===== src/rtl/btb_pkg.sv =====
package btb_pkg;
  localparam int INSTR_BYTES = 4;

  typedef enum logic {
    BR_COND   = 1'b0,
    BR_UNCOND = 1'b1
  } br_kind_e;
endpackage


===== src/rtl/btb_match.sv =====
module btb_match #(
  parameter int PC_W    = 32,
  parameter int ENTRIES = 16,
  localparam int IDX_W  = (ENTRIES > 1) ? $clog2(ENTRIES) : 1
) (
  input  logic [ENTRIES*PC_W-1:0] tags_flat,
  input  logic [ENTRIES-1:0]      valid_vec,
  input  logic [PC_W-1:0]         key,
  output logic [ENTRIES-1:0]      match_vec,
  output logic                    hit,
  output logic [IDX_W-1:0]        idx
);
  for (genvar g = 0; g < ENTRIES; g++) begin : g_cmp
    assign match_vec[g] = valid_vec[g] && (tags_flat[g*PC_W +: PC_W] == key);
  end

  assign hit = |match_vec;

  always_comb begin
    idx = '0;
    for (int i = ENTRIES - 1; i >= 0; i--) begin
      if (match_vec[i]) idx = IDX_W'(i);
    end
  end
endmodule


===== src/rtl/btb_victim.sv =====
module btb_victim #(
  parameter int ENTRIES = 16,
  localparam int IDX_W  = (ENTRIES > 1) ? $clog2(ENTRIES) : 1
) (
  input  logic [ENTRIES-1:0] valid_vec,
  input  logic [IDX_W-1:0]   rr_ptr,
  output logic [IDX_W-1:0]   victim,
  output logic               use_rr
);
  logic [IDX_W-1:0] first_free;

  always_comb begin
    first_free = '0;
    for (int i = ENTRIES - 1; i >= 0; i--) begin
      if (!valid_vec[i]) first_free = IDX_W'(i);
    end
  end

  assign use_rr = &valid_vec;
  assign victim = use_rr ? rr_ptr : first_free;
endmodule


===== src/rtl/btb_predictor.sv =====
module btb_predictor
  import btb_pkg::*;
#(
  parameter int PC_W    = 32,
  parameter int ENTRIES = 16
) (
  input  logic            clk,
  input  logic            rst_n,
  input  logic [PC_W-1:0] fetch_pc,
  output logic            pred_hit,
  output logic            pred_taken,
  output logic [PC_W-1:0] pred_target,
  output logic            pred_backward,
  output logic            pred_uncond,
  output logic [PC_W-1:0] next_pc,
  input  logic            upd_valid,
  input  logic [PC_W-1:0] upd_pc,
  input  logic            upd_taken,
  input  logic [PC_W-1:0] upd_target,
  input  logic            upd_uncond,
  output logic            flush,
  output logic [PC_W-1:0] redirect_pc
);
  localparam int IDX_W = (ENTRIES > 1) ? $clog2(ENTRIES) : 1;

  typedef struct packed {
    logic            valid;
    logic [PC_W-1:0] tag;
    logic [PC_W-1:0] target;
    logic            hist;
    br_kind_e        kind;
    logic            backward;
  } entry_t;

  function automatic logic [PC_W-1:0] seq_pc(input logic [PC_W-1:0] pc);
    return pc + PC_W'(INSTR_BYTES);
  endfunction

  function automatic logic points_back(input logic [PC_W-1:0] pc,
                                       input logic [PC_W-1:0] tgt);
    return tgt < pc;
  endfunction

  entry_t                  tbl [ENTRIES];
  logic [ENTRIES-1:0]      valid_vec;
  logic [ENTRIES*PC_W-1:0] tags_flat;
  logic [IDX_W-1:0]        rr_ptr;

  for (genvar g = 0; g < ENTRIES; g++) begin : g_flat
    assign valid_vec[g]              = tbl[g].valid;
    assign tags_flat[g*PC_W +: PC_W] = tbl[g].tag;
  end

  // fetch-side search
  logic [ENTRIES-1:0] fetch_match;
  logic               fetch_hit;
  logic [IDX_W-1:0]   fetch_idx;

  btb_match #(.PC_W(PC_W), .ENTRIES(ENTRIES)) u_fetch_cam (
    .tags_flat (tags_flat),
    .valid_vec (valid_vec),
    .key       (fetch_pc),
    .match_vec (fetch_match),
    .hit       (fetch_hit),
    .idx       (fetch_idx)
  );

  // resolve-side search
  logic [ENTRIES-1:0] upd_match;
  logic               upd_hit;
  logic [IDX_W-1:0]   upd_idx;

  btb_match #(.PC_W(PC_W), .ENTRIES(ENTRIES)) u_upd_cam (
    .tags_flat (tags_flat),
    .valid_vec (valid_vec),
    .key       (upd_pc),
    .match_vec (upd_match),
    .hit       (upd_hit),
    .idx       (upd_idx)
  );

  logic [IDX_W-1:0] victim;
  logic             use_rr;

  btb_victim #(.ENTRIES(ENTRIES)) u_victim (
    .valid_vec (valid_vec),
    .rr_ptr    (rr_ptr),
    .victim    (victim),
    .use_rr    (use_rr)
  );

  // prediction outputs
  entry_t fe;
  assign fe            = tbl[fetch_idx];
  assign pred_hit      = fetch_hit;
  assign pred_taken    = fetch_hit && fe.hist;
  assign pred_target   = fetch_hit ? fe.target : '0;
  assign pred_backward = fetch_hit && fe.backward;
  assign pred_uncond   = fetch_hit && (fe.kind == BR_UNCOND);
  assign next_pc       = pred_taken ? fe.target : seq_pc(fetch_pc);

  // misprediction detection
  entry_t ue;
  logic   upd_pred_taken;
  logic   dir_wrong;
  logic   tgt_wrong;
  logic   alloc_fire;

  assign ue             = tbl[upd_idx];
  assign upd_pred_taken = upd_hit && ue.hist;
  assign dir_wrong      = upd_taken != upd_pred_taken;
  assign tgt_wrong      = upd_taken && upd_pred_taken && (ue.target != upd_target);
  assign flush          = upd_valid && (dir_wrong || tgt_wrong);
  assign redirect_pc    = upd_taken ? upd_target : seq_pc(upd_pc);
  assign alloc_fire     = upd_valid && !upd_hit && upd_taken;

  // table write
  always_ff @(posedge clk) begin
    if (!rst_n) begin
      for (int i = 0; i < ENTRIES; i++) tbl[i] <= '0;
      rr_ptr <= '0;
    end else if (upd_valid) begin
      if (upd_hit) begin
        tbl[upd_idx].target   <= upd_target;
        tbl[upd_idx].hist     <= upd_taken;
        tbl[upd_idx].kind     <= br_kind_e'(upd_uncond);
        tbl[upd_idx].backward <= points_back(upd_pc, upd_target);
      end else if (alloc_fire) begin
        tbl[victim].valid    <= 1'b1;
        tbl[victim].tag      <= upd_pc;
        tbl[victim].target   <= upd_target;
        tbl[victim].hist     <= 1'b1;
        tbl[victim].kind     <= br_kind_e'(upd_uncond);
        tbl[victim].backward <= points_back(upd_pc, upd_target);
        if (use_rr)
          rr_ptr <= (rr_ptr == IDX_W'(ENTRIES - 1)) ? '0 : rr_ptr + 1'b1;
      end
    end
  end
endmodule


===== config.mk =====
export PLATFORM = sky130hd
export DESIGN_NAME = btb_predictor
export DESIGN_NICKNAME = d
export VERILOG_FILES = /design/src/rtl/btb_pkg.sv /design/src/rtl/btb_match.sv /design/src/rtl/btb_victim.sv /design/src/rtl/btb_predictor.sv
export SDC_FILE = /design/constraint.sdc
export NUM_CORES = 2
export LEC_CHECK = 0
export ABC_AREA = 1
export BUFFER_PORTS_ARGS = -buffer_cell sky130_fd_sc_hd__clkbuf_2
export CAP_MARGIN = 20
export CELL_PAD_IN_SITES_DETAIL_PLACEMENT = 2
export CELL_PAD_IN_SITES_GLOBAL_PLACEMENT = 2
export CORE_MARGIN = 1
export CORE_UTILIZATION = 42
export DETAILED_ROUTE_END_ITERATION = 8
export PLACE_DENSITY_LB_ADDON = 0.05
export SLEW_MARGIN = 40
export SYNTH_ARGS = -nofsm -noshare
export SYNTH_HDL_FRONTEND = slang
export SYNTH_HIERARCHICAL = 1
export SYNTH_SLANG_ARGS = --single-unit
export TNS_END_PERCENT = 50

===== constraint.sdc =====
create_clock -name clk -period 15.92 [get_ports clk]
set_input_delay 3.184 -clock clk [delete_from_list [all_inputs] [get_ports clk]]
set_output_delay 3.184 -clock clk [all_outputs]
set_load 0.01 [all_outputs]

==> qor.yml <==
min_path:
  hp-start: "rr_ptr[1]"
  min-delay-path-class: "reg -> reg"
pwr:
  p_switching_mw: 2.18
  leakage_nw: 28.8
  seqPwrFrac_pct: 45.4
  max-vdd-ir-drop_v: 0.000119
  powerDensity_nw_per_um2: 101
  p_int_mw: 5.26
  swShare_pct: 29.3
  p_comb_share_pct: 13.1
  clkPwrFrac_pct: 41.5
setup_path:
  rr_startpoint: "tbl[15][60]"
  crit_type: "in -> out"
  cp_max_fo: 169
  max_stage_delay_ns: 0.84
  cp-start-kind: "primary input"
  ff2ff_path_depth: 29
  arrival_ns: 10.58
  critPathCaptureType: "output port"
  timing.rr.end: "tbl[15][22]"
  ff2ff_setup_slack_ns: 8.31
  cp-endpoint: "flush"
  required_ns: 12.74
  crit_start: "upd_pc[1]"
  crit_slowest_cell: "inv_2"
  cpMostUsedCell: "nand2_1"
layout:
  area_growth_pct: 10.6
  nNetsFinal: 8156
  drive_above_1_share_pct: 10.7
  layout_common_cells: "1421 x nor2_1, 1388 x nand2_1, 1088 x edfxtp_1"
  fillers: 17343
  final_common_cell: "nor2_1"
routing:
  first_pass_iters: 8
  drc: 0
  wl_per_cell_um: 38.0
  vias: 68410
  ant_nets: 0
  via_per_inst: 6.71
  wirelength_um: 387000
  drtIter0Drc: 8639
floorplan:
  dieArea_um2: 160000
  core.rowCount: 145
  start_util_pct: 42.4
  die_y_um: 400
  ios: 202
  die_w_um: 400
  fp.coreArea_um2: 157000
timing:
  slew_viol_final: 0
  fmax_ghz: 0.0727
  rsz0062_at_grt: "no"
  finalSetupViolCount: 0
  fin_tns_setup_ns: 0
  maxSlewHeadroom_pct: 34.2
  period_minus_slack_ns: 13.76
  post-route-period-util_pct: 86.5
  worst_pin_slew_ns: 0.986
  skew_ns: 0.0352
  hold_viol: 0
  layout_setup_ws_ns: 2.16
grt:
  use_met3_pct: 11.6
  grt_pass1_wl_um: 529000
  grt_max_degree: 170
  use_met1_pct: 55.4
  antenna_found_initial: 25
  grt_util_met2_pct: 72.5
  busiest_layer: "met2"
  grtUsageTotal_pct: 47.4
  overflow: 0
  grt_pass1_vias: 70040
outcome:
  run_status: "finished clean"
job:
  cap_violations: 0
synth:
  syn_inst: 8041
  ys_warn_count: 6
  ys_types: 62
  ys_ff_latch: 1092
  synth_fp_nets: 8177
  syn_area_um2: 66400
  synth_top_flop_cell: "edfxtp_1"
  synth_area_per_cell_um2: 8.26
  ys_seq_area_share_pct: 49.3
  async_flop_share_pct: 0
  synth-edff-count: 1088
clocking:
  cts_max_level: 4
  cts_setup_buffers: 0
  cts-resized-gates: 0
  hold_buffers: 0
  cts.path.max_buffers: 3
  cts_tree: "done"
  insertion_delay_ns: 0.82
  ctsRootBufferMaster: "clkbuf_16"
  numClockSinks: 1092
  cts_buffers: 136
  clk_pin_slew_ns: 0.06
place:
  dp_slack_ns: 2.65
  dp_hpwl_um: 243000
  place.gp.congestion: 1.04
  io_buffers: 201
==> cells by family after synthesis <==
family	Yosys count	synth area share, %
AOI/OAI and AO/OA	1445	12.8
adders and majority gates	35	0.660
DFF	1092	49.3
xor gates and xnor gates	354	4.67
and+or+nand+nor	3822	24.3
buffers and inverters	1293	8.23
==> worst max-delay path: cells and delay by family <==
| kind | cells | cell delay [ns] |
|---|---|---|
| AO/OA/AOI/OAI | 4 | 1.19 |
| AND/OR/NAND/NOR | 23 | 3.24 |
| buffers and inverters | 5 | 2.67 |
==> stage by stage <==
step	util, %	hold slack, ns	total power, mW	instances	cell area [um^2]
after floorplan	-	0.474	3.86	8041	66400
after global placement	44.1	0.497	4.30	9937	69000
after detailed placement	44.2	0.522	4.35	9940	69200
after CTS	46.9	0.530	7.39	10179	73400
after global routing	46.9	0.550	7.55	10180	73400
final	46.9	0.531	7.45	10190	73400
==> power by group through the flow <==
stage	sequential (mW)	combinational (mW)	clock [mW]
floorplan	3.40	0.468	0
global placement	3.43	0.875	0
detailed placement	3.44	0.909	0
CTS	3.38	0.919	3.09
global route	3.39	0.972	3.18
finish	3.38	0.973	3.09
==> flip-flops by register name (all words and copies together), names as in the netlist <==
name / count
rr_ptr: 4
tbl: 1088
==> final cells by class <==
type	instances	area (um^2)	share of cell area (%)
Clock inverter	70	596	0.811
Sequential cell	1092	32800	44.6
Multi-Input combinational cell	5656	28400	38.7
Tap cell	2058	2570	3.51
Timing Repair Buffer	403	2670	3.63
Clock buffer	169	3630	4.95
Inverter	731	2800	3.81
Antenna cell	11	27.5	0.0375
==> worst min-delay path by stage <==
stage	to	slack, ns	cells past startpoint
2_1_floorplan	rr_ptr[1]	0.47	2
3_3_place_gp	rr_ptr[1]	0.50	2
3_5_place_dp	rr_ptr[1]	0.52	2
4_1_cts	rr_ptr[1]	0.53	2
5_1_grt	rr_ptr[1]	0.55	2
6_report	rr_ptr[1]	0.53	2
==> routing by layer <==
metal | share of wire, % | up-vias
li1 | - | 27178
met5 | 0.037 | -
met2 | 44 | 4691
met1 | 35 | 34808
met3 | 11 | 1711
met4 | 10 | 22
==> synth_stat cells (4+ instances only) <==
library cell	number	area (um^2)
inv_4	6	37.5
clkbuf_1	346	1300
nor4_2	4	50.1
o31ai_1	6	45.0
a22o_2	4	40.0
a22oi_1	14	105
nand2_1	1411	5300
o21ai_0	678	3390
inv_1	603	2260
buf_1	41	154
nor2_2	10	62.6
buf_4	50	375
nor2_1	1422	5340
buf_2	87	435
and2_1	4	25.0
buf_8	4	60.1
nand4_1	91	569
o2111ai_1	6	52.6
or2_2	119	744
dfxtp_1	4	80.1
clkinv_1	64	240
inv_2	58	218
o221ai_1	29	254
o22ai_1	158	988
o21ai_1	11	55.1
nor3_1	51	255
ha_1	35	438
nor4_1	68	425
xnor2_1	255	2230
a221oi_1	42	368
a221oi_2	6	90.1
nand3_1	601	3010
a211oi_1	33	248
a22o_1	54	473
buf_6	34	383
a21boi_0	4	30.0
and2_0	4	25.0
a21oi_1	270	1350
xor2_1	99	867
nand3b_1	9	67.6
edfxtp_1	1088	32700
a31oi_1	4	25.0
a21oi_2	4	35.0
nor3_2	12	120
o211ai_1	106	796
Power figures use the tool's default switching activity.
